### src/rtl/timer_pkg.sv
package timer_pkg;

  // Byte offsets of the register port; decode depends on these values
  localparam logic [31:0] OFF_CNT_LO  = 32'h0000_0008;
  localparam logic [31:0] OFF_CNT_HI  = 32'h0000_000C;
  localparam logic [31:0] FRAME_BASE  = 32'h0001_0000;
  localparam logic [31:0] OFF_CMP_LO  = FRAME_BASE + 32'h20;
  localparam logic [31:0] OFF_CMP_HI  = FRAME_BASE + 32'h24;
  localparam logic [31:0] OFF_CTRL    = FRAME_BASE + 32'h2C;

  // Control word bit positions
  localparam int unsigned CTRL_EN_BIT    = 0;
  localparam int unsigned CTRL_MASK_BIT  = 1;
  localparam int unsigned CTRL_STAT_BIT  = 2;

  typedef struct packed {
    logic cnt_lo;
    logic cnt_hi;
    logic cmp_lo;
    logic cmp_hi;
    logic ctrl;
  } reg_sel_t;

  // Decode a zero-extended byte offset into one-hot selects
  function automatic reg_sel_t decode_offset(logic [31:0] off);
    reg_sel_t s;
    s.cnt_lo = (off == OFF_CNT_LO);
    s.cnt_hi = (off == OFF_CNT_HI);
    s.cmp_lo = (off == OFF_CMP_LO);
    s.cmp_hi = (off == OFF_CMP_HI);
    s.ctrl   = (off == OFF_CTRL);
    return s;
  endfunction

  // True when the low `width` bits of cnt are at or past cmp
  function automatic logic reached(logic [63:0] cnt, logic [63:0] cmp,
                                   int unsigned width);
    logic [63:0] keep;
    if (width >= 64) keep = '1;
    else             keep = (64'd1 << width) - 64'd1;
    return (cnt & keep) >= (cmp & keep);
  endfunction

  // Next value of the prescaler phase for a divide ratio
  function automatic int unsigned next_phase(int unsigned ph, int unsigned div);
    return (ph + 1 >= div) ? 0 : ph + 1;
  endfunction

endpackage

### src/rtl/tmr_prescaler.sv
module tmr_prescaler #(
  parameter int unsigned DIV = 3
) (
  input  logic clk_i,
  input  logic rst_ni,
  output logic tick_o
);
  import timer_pkg::*;

  localparam int unsigned PH_W = (DIV > 2) ? $clog2(DIV) : 1;
  localparam logic [PH_W-1:0] LAST = PH_W'(DIV - 1);

  logic [PH_W-1:0] phase_q;

  generate
    if (DIV <= 1) begin : g_passthru
      assign tick_o = 1'b1;
      always_ff @(posedge clk_i) phase_q <= '0;
    end else begin : g_div
      always_ff @(posedge clk_i) begin
        if (!rst_ni) phase_q <= '0;
        else         phase_q <= PH_W'(next_phase(32'(phase_q), DIV));
      end
      assign tick_o = (phase_q == LAST);
    end
  endgenerate

endmodule

### src/rtl/tmr_counter.sv
module tmr_counter #(
  parameter int unsigned CNT_W = 64
) (
  input  logic             clk_i,
  input  logic             rst_ni,
  input  logic             tick_i,
  output logic [CNT_W-1:0] count_o
);
  logic [CNT_W-1:0] count_q;

  always_ff @(posedge clk_i) begin
    if (!rst_ni)     count_q <= '0;
    else if (tick_i) count_q <= count_q + CNT_W'(1);
  end

  assign count_o = count_q;

endmodule

### src/rtl/tmr_cmp_frame.sv
module tmr_cmp_frame #(
  parameter int unsigned CNT_W = 64,
  parameter int unsigned CMP_W = 52
) (
  input  logic             clk_i,
  input  logic             rst_ni,
  input  logic             we_i,
  input  logic             sel_lo_i,
  input  logic             sel_hi_i,
  input  logic             sel_ctrl_i,
  input  logic [31:0]      wdata_i,
  input  logic [CNT_W-1:0] count_i,
  output logic [CMP_W-1:0] cmp_o,
  output logic             en_o,
  output logic             imask_o,
  output logic             istat_o,
  output logic             match_o,
  output logic             ctrl_wr_o
);
  import timer_pkg::*;

  localparam int unsigned HI_W = CMP_W - 32;

  logic [31:0]     cmp_lo_q;
  logic [HI_W-1:0] cmp_hi_q;
  logic            en_q, imask_q, istat_q;
  logic            en_d;

  always_ff @(posedge clk_i) begin
    if (!rst_ni) begin
      cmp_lo_q <= '1;
      cmp_hi_q <= '1;
    end else if (we_i) begin
      if (sel_lo_i) cmp_lo_q <= wdata_i;
      if (sel_hi_i) cmp_hi_q <= wdata_i[HI_W-1:0];
    end
  end

  assign cmp_o     = {cmp_hi_q, cmp_lo_q};
  assign ctrl_wr_o = we_i & sel_ctrl_i;
  assign match_o   = reached(64'(count_i), 64'(cmp_o), CMP_W);
  assign en_d      = ctrl_wr_o ? wdata_i[CTRL_EN_BIT] : en_q;

  always_ff @(posedge clk_i) begin
    if (!rst_ni) begin
      en_q    <= 1'b0;
      imask_q <= 1'b0;
      istat_q <= 1'b0;
    end else begin
      en_q    <= en_d;
      if (ctrl_wr_o) imask_q <= wdata_i[CTRL_MASK_BIT];
      istat_q <= en_d & (istat_q | match_o);
    end
  end

  assign en_o    = en_q;
  assign imask_o = imask_q;
  assign istat_o = istat_q;

endmodule

### src/rtl/freerun_cmp_timer.sv
module freerun_cmp_timer #(
  parameter int unsigned ADDR_W = 17,
  parameter int unsigned DIV    = 3,
  parameter int unsigned CNT_W  = 64,
  parameter int unsigned CMP_W  = 52
) (
  input  logic              clk_i,
  input  logic              rst_ni,
  input  logic              reg_we_i,
  input  logic [ADDR_W-1:0] reg_addr_i,
  input  logic [31:0]       reg_wdata_i,
  output logic [31:0]       reg_rdata_o,
  output logic              irq_o
);
  import timer_pkg::*;

  localparam int unsigned HI_W = CMP_W - 32;

  reg_sel_t         sel_w;
  logic             tick_w;
  logic [CNT_W-1:0] count_w;
  logic [CMP_W-1:0] cmp_w;
  logic             en_w, imask_w, istat_w, match_w, ctrl_wr_w;
  logic [63:0]      count64_w;

  assign sel_w = decode_offset(32'(reg_addr_i));

  tmr_prescaler #(.DIV(DIV)) u_pre (
    .clk_i  (clk_i),
    .rst_ni (rst_ni),
    .tick_o (tick_w)
  );

  tmr_counter #(.CNT_W(CNT_W)) u_cnt (
    .clk_i   (clk_i),
    .rst_ni  (rst_ni),
    .tick_i  (tick_w),
    .count_o (count_w)
  );

  tmr_cmp_frame #(.CNT_W(CNT_W), .CMP_W(CMP_W)) u_frame (
    .clk_i      (clk_i),
    .rst_ni     (rst_ni),
    .we_i       (reg_we_i),
    .sel_lo_i   (sel_w.cmp_lo),
    .sel_hi_i   (sel_w.cmp_hi),
    .sel_ctrl_i (sel_w.ctrl),
    .wdata_i    (reg_wdata_i),
    .count_i    (count_w),
    .cmp_o      (cmp_w),
    .en_o       (en_w),
    .imask_o    (imask_w),
    .istat_o    (istat_w),
    .match_o    (match_w),
    .ctrl_wr_o  (ctrl_wr_w)
  );

  assign count64_w = 64'(count_w);

  always_comb begin
    reg_rdata_o = '0;
    unique case (1'b1)
      sel_w.cnt_lo: reg_rdata_o = count64_w[31:0];
      sel_w.cnt_hi: reg_rdata_o = count64_w[63:32];
      sel_w.cmp_lo: reg_rdata_o = cmp_w[31:0];
      sel_w.cmp_hi: reg_rdata_o = 32'(cmp_w[CMP_W-1:32]);
      sel_w.ctrl: begin
        reg_rdata_o[CTRL_EN_BIT]   = en_w;
        reg_rdata_o[CTRL_MASK_BIT] = imask_w;
        reg_rdata_o[CTRL_STAT_BIT] = istat_w;
      end
      default: reg_rdata_o = '0;
    endcase
  end

  assign irq_o = istat_w & ~imask_w;

endmodule

### config.mk
export PLATFORM = sky130hd
export DESIGN_NAME = freerun_cmp_timer
export DESIGN_NICKNAME = d
export VERILOG_FILES = /design/src/rtl/timer_pkg.sv /design/src/rtl/tmr_prescaler.sv /design/src/rtl/tmr_counter.sv /design/src/rtl/tmr_cmp_frame.sv /design/src/rtl/freerun_cmp_timer.sv
export SDC_FILE = /design/constraint.sdc
export NUM_CORES = 1
export LEC_CHECK = 0
export ABC_AREA = 1
export BUFFER_PORTS_ARGS = -buffer_cell sky130_fd_sc_hd__buf_2
export CORE_AREA = 2 2 149 151
export DETAILED_ROUTE_END_ITERATION = 16
export DIE_AREA = 0 0 151 153
export PLACE_DENSITY = 0.68
export SYNTH_ARGS = -nofsm -noshare
export SYNTH_HDL_FRONTEND = slang
export SYNTH_HIERARCHICAL = 1
export SYNTH_SLANG_ARGS = --single-unit
export TNS_END_PERCENT = 10
### constraint.sdc
create_clock -name clk_i -period 3.36 [get_ports clk_i]
set_input_delay 0.168 -clock clk_i [delete_from_list [all_inputs] [get_ports clk_i]]
set_output_delay 0.168 -clock clk_i [all_outputs]
set_load 0.1 [all_outputs]
==> impl_metrics.json, run 1 <==
{
  "outcome": "finished clean",
  "cp.required_ns": 3.19,
  "worst_skew_pair.late_latency_ns": 0.43,
  "placed_cells": 1683,
  "crit_slowest_cell": "buf_4",
  "finalWeightedCongestion": 0.960,
  "critPathLaunchType": "input pin",
  "numCtsBuffers": 17,
  "track_usage_pct": 24.8,
  "place.port_buffers": 84,
  "grt_pass1_wl_mm": 43.8,
  "drv_slew": 0,
  "maxCapViolCount": 0,
  "drtIter0Drc": 622,
  "numClockSinks": 121,
  "top_layer_used": "met4",
  "die_w_um": 151,
  "max_slew.worst_pin.slew_ns": 0.841,
  "synth_nets": 1457,
  "arrival_ns": 2.36,
  "crit_type": "input pin to output port",
  "h-tree-depth": 4,
  "synth_cells": 1350,
  "crit_end": "reg_rdata_o[23]",
  "reg2reg_depth": 11,
  "clk_pin_slew_worst_paths_ns": 0.05,
  "grt_pass1_vias": 8294,
  "finalCritPeriodShare_pct": 75.2,
  "wl_met1_mm": 12.9,
  "cts.root.buffer_cell": "clkbuf_16",
  "crit_path_start": "reg_addr_i[9]",
  "fin_crit_ns": 2.53,
  "cts_hold_buf": 24,
  "drive_above_1_share_pct": 15.9,
  "hold_path_class": "input pin to register",
  "grt_start_max_net_pins": 67,
  "peakVddDrop_v": 0.000289,
  "rsz0062_at_grt": "no",
  "yosys_warnings": 6,
  "wl_per_cell_um": 16.4,
  "syn_to_final_growth_pct": 16.3,
  "critPathMaxStageDelay_ns": 0.47,
  "initial_core_util_pct": 41.1,
  "dr_wl_met2_mm": 12.5,
  "antenna_found_initial": 0,
  "std_cell_rows": 54,
  "reg2reg_slack_ns": 1.12,
  "fin_setup_tns_ns": 0,
  "grt_overflow": 0,
  "met3_length_mm": 1.99,
  "hold_slack_ns": 0.00371,
  "drt_pass1_iterations": 5,
  "worstPathCellList": "buf_2 > nor2_1 > nand2_1 > nor2_8 > buf_4 > nand3_4 > clkinv_2 > nand2_1 > nand3_1 > buf_2",
  "coreArea_um2": 21500,
  "slew_headroom_pct": 43.9,
  "nNetsFinal": 1553,
  "cts_repair_resize_count": 0,
  "routed_wl_mm": 28.5,
  "drc": 0,
  "dpl.hpwl_mm": 21.8,
  "clock_skew_ns": 0.00847,
  "power.density_nw_per_um2": 347,
  "timing.fmax_mhz": 396,
  "die_area_um2": 23100,
  "antenna_cells": 0,
  "drtAntennaViolNets": 0,
  "reg2reg_from": "u_pre/phase_q[0]",
  "cts_tree": "yes",
  "vias": 9013,
  "netlist_area_um2": 8830,
  "worstSetupEndpointType": "output port",
  "reg2reg_to": "u_cnt/count_o[61]",
  "ios": 85,
  "avgSynthCellArea_um2": 6.54,
  "leakage_uw": 0.00536,
  "cp_max_fo": 41,
  "final_cell_count_no_fill": 1738,
  "cts_max_path_buffers": 2,
  "hold_viol_final": 0,
  "die_h_um": 153,
  "finalSetupViolations": 0,
  "viasPerCell": 5.19,
  "post_cts_buffers": 0
}
## per-stage QoR
stage	area (µm²)	setup slack [ns]	power [µW]	utilization, %
after global placement	9440	0.948	1720	43.9
final	10300	0.834	3560	47.8
after global routing	10300	0.694	3680	47.8
after CTS	10300	0.847	3590	47.8
after detailed placement	9440	0.849	1730	43.9
after floorplan	8830	1.53	1630	-
## where the power goes
| group | total [µW] | internal (µW) | switching (µW) |
|---|---|---|---|
| sequential | 1480 | 1460 | 27.3 |
| combinational | 238 | 93.1 | 145 |
| clock | 1840 | 1150 | 698 |
| total | 3560 | 2690 | 870 |
## how the worst min path moves through the flow
stage	from	to	slack, ns	cells after the start
floorplan	reg_wdata_i[0]	u_frame/cmp_lo_q[0]	0.28	2
global placement	reg_wdata_i[27]	u_frame/cmp_lo_q[27]	0.38	3
detailed placement	reg_wdata_i[23]	u_frame/cmp_lo_q[23]	0.39	3
CTS	reg_wdata_i[16]	u_frame/cmp_lo_q[16]	0.001	3
global route	reg_wdata_i[14]	u_frame/cmp_hi_q[14]	0.0006	3
finish	reg_wdata_i[2]	u_frame/cmp_hi_q[2]	0.004	3
## final cells by class
cell class / instances / area, µm²
multi-input combinational: 978 / 5350
fill: 2204 / 11200
clock inverter: 10 / 119
inverter: 210 / 791
tap: 280 / 350
clock buffer: 21 / 470
sequential: 121 / 2420
timing repair buffer: 118 / 761
## registers in the layout, summed over array words and instances, names as in the netlist
register / count
u_cnt/count_o: 64
u_frame/istat_o: 1
u_frame/en_o: 1
u_frame/cmp_lo_q: 32
u_frame/cmp_hi_q: 20
u_frame/imask_o: 1
u_pre/phase_q: 2
## cells in the final DEF (no fill, tap or decap), types with 17 or more instances in the layout
cell type and instances:
inv_1 194, a21oi_1 50, buf_2 84, o21ai_0 23, nor2_2 24, nand3_1 62, nor2_1 216, ha_1 55
o211ai_1 51, nand2_1 322, nor2_4 17, clkbuf_16 17, dfxtp_1 121, nand4_1 54, dlygate4sd3_1 24
## layer usage
metal	GRT usage, %	vias to the layer above
met5	0	-
li1	-	4515
met1	32.4	4061
met2	39.1	374
met4	10.4	0
met3	5.67	63
## critical path: cells and delay by family
kind / cells / cell delay (ns)
simple gates: 6 / 0.79
buf+inv: 4 / 1.39
No activity file was read; power rests on OpenSTA's default activity.
==> inputs of run 2 (changes only) <==
- ABC_AREA: 1 -> 0
- CORE_AREA: 2 2 149 151 -> 2 2 137 139
- DIE_AREA: 0 0 151 153 -> 0 0 139 141
- PLACE_DENSITY: 0.68 -> 0.69
- clock period: 3.36 -> 2.4 ns (I/O delays scaled with it)
==> impl_metrics.json, run 2 <==
{
  "outcome": "finished clean",
  "fin_crit_ns": 2.28,
  "synth_nets": 995,
  "grt_start_max_net_pins": 65,
  "peakVddDrop_v": 0.000542,
  "avgSynthCellArea_um2": 8.49,
  "leakage_uw": 0.00447,
  "maxCapViolCount": 0,
  "netlist_area_um2": 7540,
  "initial_core_util_pct": 41.3,
  "drv_slew": 0,
  "hold_path_class": "input pin to register",
  "worstSetupEndpointType": "register",
  "cts.root.buffer_cell": "clkbuf_16",
  "grt_pass1_vias": 7029,
  "yosys_warnings": 6,
  "vias": 7140,
  "antenna_found_initial": 0,
  "numClockSinks": 121,
  "largest_register_ffs": 64,
  "drc": 0,
  "die_area_um2": 19600,
  "clock_skew_ns": 0.00996,
  "die_w_um": 139,
  "power.density_nw_per_um2": 517,
  "wl_met1_mm": 9.85,
  "crit_family": "compound AO/OA/AOI/OAI gates",
  "h-tree-depth": 4,
  "cp.required_ns": 2.69,
  "post_cts_buffers": 0,
  "ios": 85,
  "wl_per_cell_um": 17.3,
  "critPathMaxStageDelay_ns": 0.51,
  "place.port_buffers": 84,
  "finalCritPeriodShare_pct": 94.9,
  "drtAntennaViolNets": 0,
  "final_cell_mix": "dfxtp_1, nand2_1, nor2_1",
  "crit_type": "register to register",
  "critPathBufInv": 0,
  "fin_setup_tns_ns": 0,
  "top_layer_used": "met4",
  "coreArea_um2": 18300,
  "drive_above_1_share_pct": 19.7,
  "clk_pin_slew_worst_paths_ns": 0.05,
  "antenna_cells": 0,
  "register_area_um2": 2420,
  "syn_to_final_growth_pct": 30.4,
  "numCtsBuffers": 17,
  "drt_pass1_iterations": 5,
  "met3_length_mm": 1.02,
  "die_h_um": 141,
  "layout_commonest_cell": "dfxtp_1",
  "worst_skew_pair.late_latency_ns": 0.43,
  "track_usage_pct": 22.3,
  "synth_cells": 888,
  "cp_max_fo": 7,
  "final.fill_count": 1683,
  "routed_wl_mm": 22.0,
  "grt_overflow": 0,
  "rsz0062_at_grt": "no",
  "multi_input_area_um2": 4680,
  "dpl.hpwl_mm": 15.9,
  "cts_tree": "yes",
  "hold_viol_final": 0,
  "std_cell_rows": 50,
  "slew_headroom_pct": 46.9,
  "worstPathCellList": "ha_1 > a21oi_1 > o21ai_0 > and3b_1 > a2111oi_2 > and3_4 > a311oi_2",
  "nNetsFinal": 1129,
  "finalSetupViolations": 0,
  "viasPerCell": 5.63,
  "drtIter0Drc": 577,
  "finalWeightedCongestion": 0.869,
  "max_slew.worst_pin.slew_ns": 0.796,
  "arrival_ns": 2.57,
  "timing.fmax_mhz": 439,
  "cts_max_path_buffers": 2,
  "pre_cts_ws_ns": -0.185,
  "dr_wl_met2_mm": 10.6,
  "critPathLaunchType": "register",
  "crit_slowest_cell": "a2111oi_2",
  "finalWorstSetupSlack_ns": 0.123,
  "grt_pass1_wl_mm": 35.1
}
## run 2: timing repair
action,in CTS,in global routing
resized for setup,2,0
setup endpoints to repair,1,0
hold buffers,31,0
endpoints found under the hold margin,50,0
## run 2: worst paths after layout
kind                           from          endpoint  slack [ns]  depth (start not counted)
setup reg to reg  u_cnt/count_o[37]   u_frame/istat_o        0.12                          7
hold reg to reg    u_pre/phase_q[0]  u_pre/phase_q[0]        0.48                          1
setup / recovery  u_cnt/count_o[37]   u_frame/istat_o        0.12                          7
hold / removal       reg_wdata_i[1]   u_frame/imask_o        0.03                          3
## run 2: metal layers
layer,global-route usage (%),vias to the layer above
met2,38.1,212
met5,0,-
met3,4.45,42
li1,-,3481
met4,8.03,0
met1,27.9,3405
## run 2: power breakdown
part / leakage, µW / internal, µW / switching, µW
sequential: 0.000977 / 2030 / 24.5
clock: 0.000290 / 1730 / 954
combinational: 0.00320 / 168 / 172
total: 0.00447 / 3930 / 1150
## run 2: layout make-up
| type | count | share of cell area [%] |
|---|---|---|
| clock inverter | 12 | 1.78 |
| clock buffer | 20 | 4.44 |
| tap | 234 | 2.98 |
| sequential | 121 | 24.7 |
| timing repair buffer | 158 | 16.0 |
| inverter | 65 | 2.48 |
| multi-input combinational | 659 | 47.7 |
## run 2: metrics by stage
stage / hold slack [ns] / total power (µW) / instance area (µm²) / utilization (%) / cells
after floorplan: 0.256 / 2290 / 7540 / - / 888
after global placement: 0.350 / 2400 / 8900 / 48.7 / 1206
after detailed placement: 0.353 / 2400 / 8900 / 48.7 / 1206
after CTS: 0.0113 / 5110 / 9830 / 53.8 / 1269
after global routing: 0.00741 / 5230 / 9830 / 53.8 / 1269
final: 0.0294 / 5080 / 9830 / 53.8 / 1269
## run 2: worst min-delay path: stages
cell and delay (ns):
buf_2 0.15, nand2_1 0.07, a21oi_1 0.06
==> inputs of run 3 (changes only) <==
- CORE_AREA: 2 2 137 139 -> 2 2 133 135
- DIE_AREA: 0 0 139 141 -> 0 0 135 137
- SYNTH_HIERARCHICAL: 1 -> unset
==> impl_metrics.json, run 3 <==
{
  "synth_edf_count": 0,
  "numClockSinks": 121,
  "seq_area_frac_synth_pct": 34.4,
  "coreArea_um2": 17100,
  "avgSynthCellArea_um2": 8.37,
  "synthDistinctLibCells": 50,
  "netlist_area_um2": 7050,
  "placed_cells": 1166,
  "async_reset_ff_share_pct": 0,
  "crit_type": "register to register",
  "rsz0062_at_grt": "no",
  "slew_headroom_pct": 51.5,
  "worstPathCellList": "inv_1 > ha_1 > nand2b_1 > a2111oi_1 > a2111oi_0 > or4_1 > a21oi_1 > o21ai_0",
  "die_h_um": 137,
  "arrival_ns": 2.53,
  "ios": 85,
  "ys.flop_type": "dfxtp_1",
  "worstSetupEndpointType": "register",
  "grt_overflow": 0,
  "cts_tree": "yes",
  "finalSetupViolations": 0,
  "place.port_buffers": 84,
  "yosysMostFrequentCell": "dfxtp_1",
  "clock_skew_ns": 0.00775,
  "worst_skew_pair.late_latency_ns": 0.42,
  "critPathLaunchType": "register",
  "die_area_um2": 18500,
  "finalWeightedCongestion": 0.910,
  "synth_nets": 950,
  "maxCapViolCount": 0,
  "fin_area_um2": 9470,
  "syn_to_final_growth_pct": 34.3,
  "grt_start_max_net_pins": 35,
  "h-tree-depth": 4,
  "synth-seq-cells": 121,
  "layout_commonest_cell": "dfxtp_1",
  "track_usage_pct": 22.7,
  "drt_pass1_iterations": 5,
  "numCtsBuffers": 17,
  "outcome": "finished clean",
  "die_w_um": 135,
  "fin_crit_ns": 2.23,
  "cts_max_path_buffers": 2,
  "nNetsFinal": 1100,
  "hold_viol_final": 0,
  "viasPerCell": 5.52,
  "drc": 0,
  "cp_max_fo": 4,
  "wl_per_cell_um": 16.2,
  "antenna_cells": 0,
  "final_util_pct": 55.5,
  "synth_cells": 842,
  "dpl.hpwl_mm": 14.6,
  "hold_path_class": "input pin to register",
  "finalCritPeriodShare_pct": 93.0,
  "final_cell_count_no_fill": 1230,
  "vias": 6787,
  "max_slew.worst_pin.slew_ns": 0.728,
  "leakage_uw": 0.00427,
  "place_area_um2": 8570,
  "final_cell_mix": "dfxtp_1, nand2_1, inv_1",
  "grt_pass1_wl_mm": 33.2,
  "drtAntennaViolNets": 0,
  "yosys-top-cells-count": "dfxtp_1, nand2_1, inv_1",
  "std_cell_rows": 48,
  "crit_slowest_cell": "a2111oi_1",
  "power.density_nw_per_um2": 506,
  "synth_top_cells_by_area": "dfxtp_1, ha_1, o211ai_1",
  "timing.fmax_mhz": 448,
  "post_cts_buffers": 0,
  "initial_core_util_pct": 41.3,
  "fin_setup_tns_ns": 0,
  "antenna_found_initial": 0,
  "drive_above_1_share_pct": 20.1,
  "peakVddDrop_v": 0.000535,
  "drv_slew": 0,
  "synth_top_area_share_pct": 34.4,
  "synth_top_area_cell": "dfxtp_1",
  "drtIter0Drc": 509,
  "yosys_warnings": 0,
  "routed_wl_mm": 19.9,
  "cts.root.buffer_cell": "clkbuf_16",
  "grt_pass1_vias": 6754,
  "largest_register_ffs": 64,
  "critPathMaxStageDelay_ns": 0.43,
  "clk_pin_slew_worst_paths_ns": 0.06,
  "cp.required_ns": 2.70
}
run 3: layout make-up:
type,count,area (µm²)
clock buffer,25,505
clock inverter,7,65.1
fill,1536,7590
inverter,81,304
multi-input combinational,593,4160
sequential,121,2420
tap,225,282
timing repair buffer,178,1740
run 3: where the power goes:
| group | internal, µW | switching [µW] |
|---|---|---|
| clock network | 1550 | 915 |
| registers | 2030 | 23.8 |
| logic | 133 | 136 |
run 3: repair_timing:
item | in CTS | in global routing
resized for setup | 0 | 2
hold buffers | 32 | 0
setup endpoints to repair | 0 | 2
hold endpoints to repair | 53 | 0
run 3: metrics by stage:
stage          power [µW]  setup WS [ns]  hold slack, ns
2_1_floorplan        2210         0.0607           0.258
3_3_place_gp         2320          0.175           0.349
3_5_place_dp         2320          0.142           0.352
4_1_cts              4810         0.0796           0.175
5_1_grt              4950         0.0362           0.232
6_report             4790          0.167           0.187
run 3: worst paths after layout:
path | start | endpoint | slack (ns) | cells past startpoint
max | u_cnt.count_o[0] | u_frame.istat_o | 0.17 | 8
min | reg_we_i | u_frame.imask_o | 0.19 | 5
max reg2reg | u_cnt.count_o[0] | u_frame.istat_o | 0.17 | 8
min reg2reg | u_pre.phase_q[0] | u_pre.phase_q[0] | 0.45 | 1
run 3: kinds of logic after synthesis:
family	share of synthesized area (%)
simple gates	24.0
compound gates	17.6
buf+inv	7.24
flops	34.4
fa+ha+maj	9.94
xor+xnor	6.46
mux	0.426
run 3: layer usage:
metal	global-route usage (%)	wire [µm]	vias to the layer above
met5	0	0	-
met4	6.66	300	0
met3	4.81	1360	31
met2	37.4	9140	257
met1	29.9	9080	3147
li1	-	-	3352
run 3: worst max-delay path, delay by kind of cell (launching register included):
family	cells	cell delay, ns
flip-flops	1	0.40
AND/OR/NAND/NOR	2	0.57
AO/OA/AOI/OAI	4	0.83
adder cells (fa/ha/maj)	1	0.26
buffers and inverters	1	0.06
